===== config.mk =====
export PLATFORM = sky130hd
export DESIGN_NAME = fc_alu
export DESIGN_NICKNAME = d
export VERILOG_FILES = /design/src/rtl/fc_alu_pkg.sv /design/src/rtl/fc_alu_operand.sv /design/src/rtl/fc_alu_adder.sv /design/src/rtl/fc_alu_logic.sv /design/src/rtl/fc_alu_zero.sv /design/src/rtl/fc_alu.sv
export SDC_FILE = /design/constraint.sdc
export NUM_CORES = 1
export LEC_CHECK = 0
export BUFFER_PORTS_ARGS = -buffer_cell sky130_fd_sc_hd__buf_2
export CAP_MARGIN = 20
export CORE_AREA = 10 10 131 133
export DETAILED_ROUTE_END_ITERATION = 10
export DIE_AREA = 0 0 141 143
export SYNTH_ARGS = -nofsm -noshare
export SYNTH_HDL_FRONTEND = slang
export SYNTH_SLANG_ARGS = --single-unit

===== constraint.sdc =====
create_clock -name vclk -period 12.7
set_input_delay 1.27 -clock vclk [all_inputs]
set_output_delay 1.27 -clock vclk [all_outputs]
set_load 0.05 [all_outputs]

===== src/rtl/fc_alu_pkg.sv =====
package fc_alu_pkg;

   // Output selection carried by the low two bits of the function code.
   typedef enum logic [1:0] {
      OSEL_AND  = 2'b00,
      OSEL_OR   = 2'b01,
      OSEL_SUM  = 2'b10,
      OSEL_SIGN = 2'b11
   } osel_e;

   typedef struct packed {
      logic  invert_b;
      osel_e osel;
   } fcode_t;

   localparam int unsigned FCODE_W = 3;

   function automatic fcode_t split_code(input logic [FCODE_W-1:0] code);
      fcode_t c;
      c.invert_b = code[2];
      c.osel     = osel_e'(code[1:0]);
      return c;
   endfunction

endpackage


===== src/rtl/fc_alu_operand.sv =====
module fc_alu_operand #(
   parameter int unsigned WIDTH = 32
) (
   input  logic [WIDTH-1:0] raw_b,
   input  logic             invert,
   output logic [WIDTH-1:0] eff_b
);
   always_comb begin
      eff_b = invert ? ~raw_b : raw_b;
   end
endmodule


===== src/rtl/fc_alu_adder.sv =====
module fc_alu_adder #(
   parameter int unsigned WIDTH      = 32,
   parameter bit          USE_RIPPLE = 1'b0
) (
   input  logic [WIDTH-1:0] x,
   input  logic [WIDTH-1:0] y,
   input  logic             cin,
   output logic [WIDTH-1:0] sum
);
   generate
      if (USE_RIPPLE) begin : g_ripple
         always_comb begin
            logic c;
            c = cin;
            for (int i = 0; i < WIDTH; i++) begin
               sum[i] = x[i] ^ y[i] ^ c;
               c      = (x[i] & y[i]) | (c & (x[i] ^ y[i]));
            end
         end
      end else begin : g_native
         logic [WIDTH:0] full;
         always_comb begin
            full = {1'b0, x} + {1'b0, y} + {{WIDTH{1'b0}}, cin};
            sum  = full[WIDTH-1:0];
         end
      end
   endgenerate
endmodule


===== src/rtl/fc_alu_logic.sv =====
module fc_alu_logic #(
   parameter int unsigned WIDTH = 32
) (
   input  logic [WIDTH-1:0] x,
   input  logic [WIDTH-1:0] y,
   output logic [WIDTH-1:0] and_w,
   output logic [WIDTH-1:0] or_w
);
   always_comb begin
      and_w = x & y;
      or_w  = x | y;
   end
endmodule


===== src/rtl/fc_alu_zero.sv =====
module fc_alu_zero #(
   parameter int unsigned WIDTH = 32,
   parameter int unsigned GROUP = 8
) (
   input  logic [WIDTH-1:0] word,
   output logic             all_zero
);
   localparam int unsigned NGRP = (WIDTH + GROUP - 1) / GROUP;
   localparam int unsigned PADW = NGRP * GROUP;

   logic [PADW-1:0] padded;
   logic [NGRP-1:0] grp_any;

   always_comb begin
      padded = '0;
      padded[WIDTH-1:0] = word;
   end

   generate
      for (genvar g = 0; g < NGRP; g++) begin : g_grp
         assign grp_any[g] = |padded[g*GROUP +: GROUP];
      end
   endgenerate

   assign all_zero = ~|grp_any;
endmodule


===== src/rtl/fc_alu.sv =====
module fc_alu #(
   parameter int unsigned WIDTH      = 32,
   parameter bit          USE_RIPPLE = 1'b0,
   parameter int unsigned ZGROUP     = 8
) (
   input  logic [WIDTH-1:0] opnd_a,
   input  logic [WIDTH-1:0] opnd_b,
   input  logic [2:0]       func,
   output logic [WIDTH-1:0] result,
   output logic             is_zero
);
   import fc_alu_pkg::*;

   localparam int unsigned MSB = WIDTH - 1;

   generate
      if (WIDTH < 2) begin : g_bad_width
         $error("fc_alu: WIDTH must be at least 2");
      end
      if (ZGROUP < 1) begin : g_bad_group
         $error("fc_alu: ZGROUP must be at least 1");
      end
   endgenerate

   fcode_t          code;
   logic [WIDTH-1:0] b_eff;
   logic [WIDTH-1:0] sum_w;
   logic [WIDTH-1:0] and_w;
   logic [WIDTH-1:0] or_w;
   logic [WIDTH-1:0] sign_w;

   assign code = split_code(func);

   fc_alu_operand #(.WIDTH(WIDTH)) u_operand (
      .raw_b  (opnd_b),
      .invert (code.invert_b),
      .eff_b  (b_eff)
   );

   fc_alu_adder #(.WIDTH(WIDTH), .USE_RIPPLE(USE_RIPPLE)) u_adder (
      .x   (opnd_a),
      .y   (b_eff),
      .cin (code.invert_b),
      .sum (sum_w)
   );

   fc_alu_logic #(.WIDTH(WIDTH)) u_logic (
      .x     (opnd_a),
      .y     (b_eff),
      .and_w (and_w),
      .or_w  (or_w)
   );

   // Sign of the sum, zero-extended; the reserved code (select 11 without
   // inversion) is forced to zero here.
   always_comb begin
      sign_w    = '0;
      sign_w[0] = sum_w[MSB] & code.invert_b;
   end

   always_comb begin
      unique case (code.osel)
         OSEL_AND:  result = and_w;
         OSEL_OR:   result = or_w;
         OSEL_SUM:  result = sum_w;
         OSEL_SIGN: result = sign_w;
         default:   result = '0;
      endcase
   end

   fc_alu_zero #(.WIDTH(WIDTH), .GROUP(ZGROUP)) u_zero (
      .word     (result),
      .all_zero (is_zero)
   );
endmodule


# --- After elaboration in Yosys (flattened, before gate mapping) ---
# Index checks and enable logic that the tools add are counted.
word_totals:
  wordCells: 14
  regBits: 0
op_classes:
  muxes: 2
  reduce_logical: 3
  bitwise_logic: 4
  add_sub_neg: 2
  eq_ne: 3
ops:
  columns: ["cell", "count"]
  rows:
  - ["32-bit one-hot mux with 4 select lines", 1]
  - ["32-bit by 1-bit adder with 32-bit output", 1]
  - ["32-bit adder", 1]
  - ["32-bit AND", 1]
  - ["32-bit two-way mux", 1]
  - ["32-bit NOT", 1]
  - ["32-bit bitwise OR", 1]
  - ["32-bit OR reduction", 1]
  - ["2-bit == test (second input constant)", 2]
  - ["2-bit by 1-bit == test with 1-bit output (second input constant)", 1]
  - ["2-bit zero test", 1]
  - ["1-bit AND", 1]
  - ["1-bit zero test", 1]

# --- Logic depth before layout (Yosys ltp) ---
# Gate-level depths: netlist of run 1.
depth:
  ltp_word: 8
  mapped_depth: 17

# --- Modules after synthesis ---
# A second synthesis of run 1 with hierarchy kept.
unflattened:
  hier_cells: 466
  area_unflattened_um2: 3554.7
modules_own_cells:
  columns: ["module", "cells_each", "n_inst", "seq_area_each_um2", "area_per_inst_um2"]
  rows:
  - ["fc_alu_adder", 279, 1, 0.0, 1911.8]
  - ["fc_alu", 76, 1, 0.0, 778.2]
  - ["fc_alu_logic", 64, 1, 0.0, 440.4]
  - ["fc_alu_operand", 36, 1, 0.0, 351.6]
  - ["fc_alu_zero", 11, 1, 0.0, 72.6]

# --- Least setup slack after synthesis of run 1 ---
# No wires, ideal clock.
synth_timing:
  kind: "input -> output"
  start: "input port func[2]"
  end: "output port is_zero"
  slack_ns: 5.901
  stages: 17
  t_required_ns: 11.430
  n_path_buf: 3
  arrival_time_ns: 5.529
  cell_sequence: "buf_6 -> clkbuf_1 -> xor2_1 -> inv_1 -> ha_1 -> o21ai_0 -> and2_1 -> clkbuf_1 -> nor3_2 -> a21boi_4 -> o41a_1 -> xnor2_1 -> o21ai_0 -> o21bai_1 -> nor4_1 -> nand3b_1 -> nor3_2"
synth_rtl:
  columns: ["item", "line", "text"]
  rows:
  - ["start: declaration", "fc_alu.sv:8", "input logic [2:0] func,"]
  - ["32-bit two-way mux", "fc_alu_operand.sv:9", "eff_b = invert ? ~raw_b : raw_b;"]
  - ["32-bit adder", "fc_alu_adder.sv:23", "full = {1'b0, x} + {1'b0, y} + {{WIDTH{1'b0}}, cin};"]
  - ["32-bit by 1-bit adder with 32-bit output", "fc_alu_adder.sv:23", null]
  - ["32-bit one-hot mux with 4 select lines *", "fc_alu.sv:62", "unique case (code.osel)"]
  - ["via result[21]", "fc_alu.sv:9", "output logic [WIDTH-1:0] result,"]
  - ["32-bit OR reduction *", "fc_alu_zero.sv:25", "assign all_zero = ~|grp_any;"]
  - ["1-bit zero test *", "fc_alu_zero.sv:25", null]
  - ["end: declaration", "fc_alu.sv:10", "output logic is_zero"]
# Mark *: on every way through the listed nets, which the timed path passes. The rest lies on a longest branch.

# --- Final worst setup path of run 1 ---
layout_timing:
  start: "input port func[2]"
  end: "output port is_zero"
layout_via:
  elab_chain_cells: 7
layout_lines:
  columns: ["item", "line", "text"]
  rows:
  - ["32-bit two-way mux", "fc_alu_operand.sv:9", null]
  - ["32-bit adder", "fc_alu_adder.sv:23", null]
  - ["32-bit by 1-bit adder with 32-bit output", "fc_alu_adder.sv:23", null]
  - ["1-bit AND", "fc_alu.sv:58", "sign_w[0] = sum_w[MSB] & code.invert_b;"]
  - ["32-bit one-hot mux with 4 select lines *", "fc_alu.sv:62", null]
  - ["32-bit OR reduction *", "fc_alu_zero.sv:25", null]
  - ["1-bit zero test *", "fc_alu_zero.sv:25", null]
# Every way passes the cells marked *; elsewhere a longest branch is shown, timed or not.

==> results of run 1 <==
[placed cells by master, fill, tap and decap left out, types with 3 or more instances in the layout]
master,instances
buf_2,100
inv_1,75
ha_1,64
a21oi_1,46
xor2_1,41
nand2_1,37
nor2_1,33
o21ai_0,24
nor3_1,12
nand3_1,11
o22ai_1,10
nor2b_1,9
nand2b_1,8
a21o_1,7
mux2i_1,7
a211o_1,7
o21a_1,6
or3_1,6
or2_2,5
o31ai_1,5
nand4_1,5
a211oi_1,5
o21bai_1,5
xnor2_1,5
a31oi_1,5
o21ai_1,5
o211ai_1,4
nor4_1,4
buf_4,4
and3_1,3
and4_1,3
nand4bb_1,3
[how the worst max path moves through the flow]
| stage | cells past startpoint | to | startpoint |
|---|---|---|---|
| finish | 17 | is_zero | func[2] |
| global route | 17 | is_zero | func[2] |
| CTS | 17 | is_zero | func[2] |
| detailed placement | 17 | is_zero | func[2] |
| global placement | 17 | is_zero | func[2] |
| floorplan | 17 | is_zero | func[2] |
[worst min-delay path, cell delays in order]
cell     delay, ns
buf_2         0.11
inv_1         0.05
ha_1          0.13
o22ai_1       0.10
buf_2         0.22
[logic make-up after synthesis]
group | share of synthesized area [%]
AO/OA/AOI/OAI | 31.4
AND/OR/NAND/NOR | 20.9
buffers and inverters | 10.7
adder cells (fa/ha/maj) | 23.0
XOR/XNOR | 11.3
multiplexers | 2.70
[area by class of cell]
class                           count  area share, %
Multi-Input combinational cell    430           75.2
Inverter                           77           6.82
Timing Repair Buffer              104           12.5
Tap cell                          184           5.43
[metrics by stage]
step	cells	setup WS, ns	area (µm²)	hold WS [ns]
after floorplan	529	5.90	3570	2.98
after global placement	795	6.05	4240	3.16
after detailed placement	795	6.01	4240	3.17
after CTS	795	5.99	4240	3.17
after global routing	795	5.64	4240	3.19
final	795	5.91	4240	3.16
[power groups by stage]
stage	Sequential [µW]	Clock (µW)	Combinational, µW
detailed placement	0	0	296
CTS	0	0	298
global route	0	0	324
global placement	0	0	296
finish	0	0	299
floorplan	0	0	222
[per-layer routing]
metal	global-route usage [%]	up-vias
met2	20.7	157
li1	-	2034
met5	0	-
met3	1.76	8
met4	1.03	0
met1	15.8	1815
==> impl_metrics.ini, run 1 <==
[worst_setup_path]
arrival_ns = 5.52
crit_chain = buf_2 -> buf_4 -> xor2_1 -> inv_1 -> ha_1 -> a21oi_1 -> o21ai_1 -> a221o_1 -> or3_1 -> a311oi_1 -> o21ai_1 -> nor4_1 -> nand4bb_1 -> nor4_1 -> nand3b_1 -> nor3_2 -> buf_2
required_ns = 11.43
path_class = in -> out
cp.buffers_inverters = 4
cp-start-kind = input port
cp-end-kind = primary output
cp_top_family = simple AND/OR/NAND/NOR gates
max_stage_delay_ns = 0.45
cp_max_fo = 36
slowest_stage = buf_4

[route]
drt-initial-drc-count = 277
ant_nets = 0
maxUsedRoutingLayer = met4
route.met2.wl_um = 6200
wl_met3_um = 878
met1_length_um = 6050
drc = 0
wirelength_um = 13200
vias = 4014
wl_per_cell_um = 16.7
dr.pass1.iters = 5
vias_per_cell = 5.05

[grt]
overflow = 0
grt_pass1_wl_um = 20200
grt_usage_pct = 11.9
grt_pass1_vias = 3839
grt_max_degree = 37
antenna_found_initial = 0

[layout]
diodes = 0
final-seq-area_um2 = 0
nets = 745
multi_input_area_um2 = 3190
seq_cells = 0
drive_above_1_share_pct = 19.3
area_delta_synth_final_pct = 18.6
fill_cells = 1639
finish.utilization_pct = 29.4
clock_buffers = 0

[floorplanning]
die_h_um = 143
core-area_um2 = 14400
initial_core_util_pct = 24.8
num_rows = 44
ios = 100
die_width_um = 141
dieArea_um2 = 20200

[timing]
slew_viol_final = 0
worst_slew_pin_slew_ns = 0.676
rsz0062_at_grt = false
timing.fmax_mhz = 147
fin_crit_sh_pct = 53.4
setup_viol = 0
fin_crit_ns = 6.79
maxSlewHeadroom_pct = 54.7
timing.setup.tns_ns = 0
finalHoldViolations = 0

[placed_design]
dp_hpwl_um = 10800
place.gp.congestion = 0.915
io_buffers = 100

[clocking]
postCtsHoldBufs = 0
cts-resized-gates = 0
cts_setup_buffers = 0

[flow_run]
maxCapViolCount = 0

[synthesis]
yosysTopAreaCell = ha_1
yosysUniqueCellTypes = 68
synth_area_um2 = 3570
ys_warn_count = 0
yosysSeqAreaShare_pct = 0
yosysMostFrequentCell = inv_1
synth_common_cells = inv_1, ha_1, a21oi_1, xor2_1, nand2_1
synth_area_leaders = ha_1, xor2_1, inv_1
syn-num-nets = 661
yosysTopAreaCellShare_pct = 22.4
syn_inst = 529
synth.avg_cell_area_um2 = 6.76

[pwr]
p_seq_share_pct = 0
power.switching_uw = 199
swShare_pct = 66.5
powerDensity_nw_per_um2 = 70.5
power_uw = 299
power_frac_clock_pct = 0
p_leak_uw = 0.00223
irDropWorstVdd_mv = 0.0426
combPwrFrac_pct = 100.0
internal_power_uw = 100

[min_path]
min_path_cells = 5
hold_path_class = in -> out
hold_start = opnd_a[6]
holdPathEnd = result[6]

[outcome]
status = finished, final reports clean
Note: power is estimated with default switching activity, not from simulation.
==> run 2, diff against run 1 <==
Clock period 12.7 ns to 5.9 ns, I/O delays scaled along.
==> run 2 against run 1 <==
Net effect:
- sequential share of layout area unchanged
- core utilization grew 0.31 points
- power grew 120%
- die area unchanged
- flip-flop and latch count stayed put
- wire length up 1.9%
- combinational power is 120% higher
- final cell count grew 0.75%
- critical path depth is 1 lower
- critical path type unchanged
- critical endpoint unchanged
- highest routed layer unchanged
==> impl_metrics.ini, run 2 (synthesis gave the netlist of run 1 again) <==
[worst_setup_path]
arrival_ns = 4.72
required_ns = 5.31
startpoint = func[2]
max_stage_delay_ns = 0.52
cp-end-kind = primary output
path_class = in -> out
cp-start-kind = input port
crit_chain = buf_2 -> xor2_1 -> inv_1 -> ha_1 -> a21oi_1 -> o21a_1 -> o21ai_1 -> or3_1 -> a311oi_1 -> o21ai_1 -> nor4_1 -> nand4bb_1 -> nor4_1 -> nand3b_1 -> nor3_2 -> buf_2
cp_max_fo = 23
slowest_stage = buf_2

[timing]
timing.fmax_mhz = 188
fin_crit_sh_pct = 89.9
maxSlewHeadroom_pct = 55.3
worst_slew_pin_slew_ns = 0.671
timing.setup.tns_ns = 0
finalHoldViolations = 0
slew_viol_final = 0
fin_ws_ns = 0.594
rsz0062_at_grt = false
setup_viol = 0
fin_crit_ns = 5.31

[floorplanning]
initial_core_util_pct = 24.8
dieArea_um2 = 20200
ios = 100
num_rows = 44
die_width_um = 141
core-area_um2 = 14400
die_h_um = 143

[outcome]
status = finished, final reports clean

[placed_design]
io_buffers = 100
placed_area_um2 = 4280
place_inst = 801
dp_slack_ns = 0.594
place.gp.congestion = 0.948
dp_hpwl_um = 11100

[grt]
grt_max_degree = 30
antenna_found_initial = 0
grt_usage_pct = 12.3
grt_pass1_wl_um = 20900
grt_pass1_vias = 3853
overflow = 0

[layout]
layout_common_cells = buf_2, inv_1, ha_1
clock_buffers = 0
fill_cells = 1647
final-seq-area_um2 = 0
diodes = 0
nets = 751
seq_cells = 0
fin_area_um2 = 4280
final_common_cell = buf_2
multi_input_area_um2 = 3190
area_delta_synth_final_pct = 19.9
drive_above_1_share_pct = 20.1
final_cell_count_no_fill = 801

[min_path]
hold_start = opnd_a[24]
hold_path_class = in -> out

[route]
drc = 0
vias_per_cell = 5.12
drt-initial-drc-count = 204
dr.pass1.iters = 4
vias = 4105
wl_per_cell_um = 16.9
wirelength_um = 13500
ant_nets = 0

[pwr]
irDropWorstVdd_mv = 0.0754
p_leak_uw = 0.00226
powerDensity_nw_per_um2 = 151

[clocking]
cts_setup_buffers = 0
cts-resized-gates = 0
postCtsHoldBufs = 0

[flow_run]
maxCapViolCount = 0
## run 2: cell count changes in the layout (fill, tap and decap cells not counted)
cell / before / now
buf_4: 4 / 10
## run 2: metal layers
layer	GRT usage, %	vias to the layer above	wire, µm	share of wire [%]
met1	16.7	1917	6440	48
met5	0	-	0	0
li1	-	2041	-	-
met3	1.16	8	706	5.2
met4	1.30	0	151	1.1
met2	21.2	139	6210	46
## run 2: final cells by class
type	instances	share of cell area [%]
inverter	77	6.75
multi-input combinational	430	74.4
tap	184	5.37
timing repair buffer	110	13.4
## run 2: per-stage QoR
step / power (µW) / util, % / hold WS (ns)
2_1_floorplan: 477 / - / 1.62
3_3_place_gp: 642 / 29.7 / 1.80
3_5_place_dp: 641 / 29.7 / 1.79
4_1_cts: 645 / 29.7 / 1.80
5_1_grt: 707 / 29.7 / 1.82
6_report: 648 / 29.7 / 1.80
## run 2: power by group
group	total (µW)	leakage (µW)	switching (µW)	internal, µW
sequential	0	0	0	0
combinational	648	0.00226	429	219
clock	0	0	0	0
## run 2: worst max-delay path: cells and delay by family
family,cells,cell delay (ns)
simple gates,6,1.40
fa+ha+maj,1,0.34
compound gates,5,1.22
xor+xnor,1,0.26
buf+inv,3,0.88
## run 2: path summary, 6_finish.rpt
check	to	slack [ns]	depth (start not counted)
setup / recovery	is_zero	0.59	16
hold / removal	result[24]	1.80	5
==> run 3, diff against run 2 <==
Settings changed: CORE_AREA 10 10 131 133 to 10 10 96 98, DIE_AREA 0 0 141 143 to 0 0 106 108, PLACE_DENSITY set to 0.79, TNS_END_PERCENT set to 100.
==> run 3 against run 2 <==
Net effect:
- clock-buffer cell count did not move
- fmax fell by 0.77%
- flip-flop and latch count did not move
- combinational power fell by 0.8%
- hold slack got worse by 0.027 ns
- highest routed layer unchanged
==> impl_metrics.ini, run 3 (synthesis gave the netlist of run 1 again) <==
[floorplanning]
die_width_um = 106
num_rows = 32
core-area_um2 = 7450
ios = 100
initial_core_util_pct = 48.0
dieArea_um2 = 11400
die_h_um = 108

[timing]
slew_viol_final = 0
finalHoldViolations = 0
setup_viol = 0
worst_slew_pin_slew_ns = 1.03
fin_crit_sh_pct = 90.6
rsz0062_at_grt = false
timing.fmax_mhz = 187
fin_crit_ns = 5.35
timing.setup.tns_ns = 0
maxSlewHeadroom_pct = 31.3

[route]
drt-initial-drc-count = 312
vias = 4231
drc = 0
wl_per_cell_um = 17.2
dr.pass1.iters = 6
ant_nets = 0
vias_per_cell = 5.93
wirelength_um = 12300

[layout]
drive_above_1_share_pct = 19.6
fin_area_um2 = 4150
seq_cells = 0
diodes = 0
area_delta_synth_final_pct = 16.0
final_cell_count_no_fill = 714
clock_buffers = 0
finish.utilization_pct = 55.7
nets = 746
final-seq-area_um2 = 0
layout_common_cells = buf_2, inv_1, ha_1
final_common_cell = buf_2

[clocking]
cts_setup_buffers = 0
postCtsHoldBufs = 0
cts-resized-gates = 0

[grt]
grt_pass1_vias = 4100
grt_usage_pct = 19.9
grt_pass1_wl_um = 19400
grt_max_degree = 31
antenna_found_initial = 0
overflow = 0

[placed_design]
io_buffers = 100
placed_area_um2 = 4150
place_inst = 714
place.gp.congestion = 0.924
dp_hpwl_um = 9840

[worst_setup_path]
required_ns = 5.31
cp-start-kind = input port
worstSetupEndpoint = is_zero
crit_chain = buf_2 -> xor2_1 -> inv_1 -> ha_1 -> a21oi_1 -> o21ai_1 -> a221o_1 -> or3_1 -> a311oi_1 -> o21ai_1 -> nor4_1 -> nand4bb_1 -> nor4_1 -> nand3b_1 -> nor3_2 -> buf_2
cp_max_fo = 23
path_class = in -> out
arrival_ns = 4.76
cp-end-kind = primary output
slowest_stage = buf_2
max_stage_delay_ns = 0.55
startpoint = func[2]

[flow_run]
maxCapViolCount = 0

[pwr]
powerDensity_nw_per_um2 = 155
irDropWorstVdd_mv = 0.0755
p_leak_uw = 0.00223

[min_path]
min_path_cells = 5
hold_path_class = in -> out

[outcome]
status = finished, final reports clean
==> run 3: worst min-delay path by stage <==
| stage | from | end | slack, ns |
|---|---|---|---|
| 2_1_floorplan | func[1] | result[1] | 1.62 |
| 3_3_place_gp | opnd_a[14] | result[14] | 1.78 |
| 3_5_place_dp | opnd_a[14] | result[14] | 1.78 |
| 4_1_cts | opnd_a[14] | result[14] | 1.78 |
| 5_1_grt | opnd_a[6] | result[6] | 1.82 |
| 6_report | opnd_a[14] | result[14] | 1.77 |
==> run 3: metal layers <==
layer / wire length (µm) / GRT usage [%] / share of wire, %
met1: 5170 / 24.8 / 42
met2: 5640 / 34.1 / 46
met3: 1040 / 3.45 / 8.5
met4: 416 / 6.29 / 3.4
met5: 0 / 0 / 0
==> run 3: report_power, final <==
part | switching [µW] | leakage (µW) | internal, µW
Combinational | 427 | 0.00223 | 216
Clock | 0 | 0 | 0
Sequential | 0 | 0 | 0
Total | 427 | 0.00223 | 216
==> run 3: cell type report <==
class	instances	area [µm²]
fillers	735	3300
multi-input cells	430	3190
repair buffers	105	538
inverters	77	289
well taps	102	128
==> run 3: stage by stage <==
stage	hold slack [ns]	setup WS (ns)	power, µW
floorplan	1.62	0.461	477
global route	1.82	0.189	697
global placement	1.78	0.719	621
finish	1.77	0.553	643
CTS	1.78	0.596	634
detailed placement	1.78	0.613	631
==> run 3: critical path: cells and delay by family <==
family,cells,cell delay (ns)
and+or+nand+nor,6,1.34
AOI/OAI and AO/OA,5,1.23
buffers and inverters,3,0.91
adders and majority gates,1,0.42
xor gates and xnor gates,1,0.26
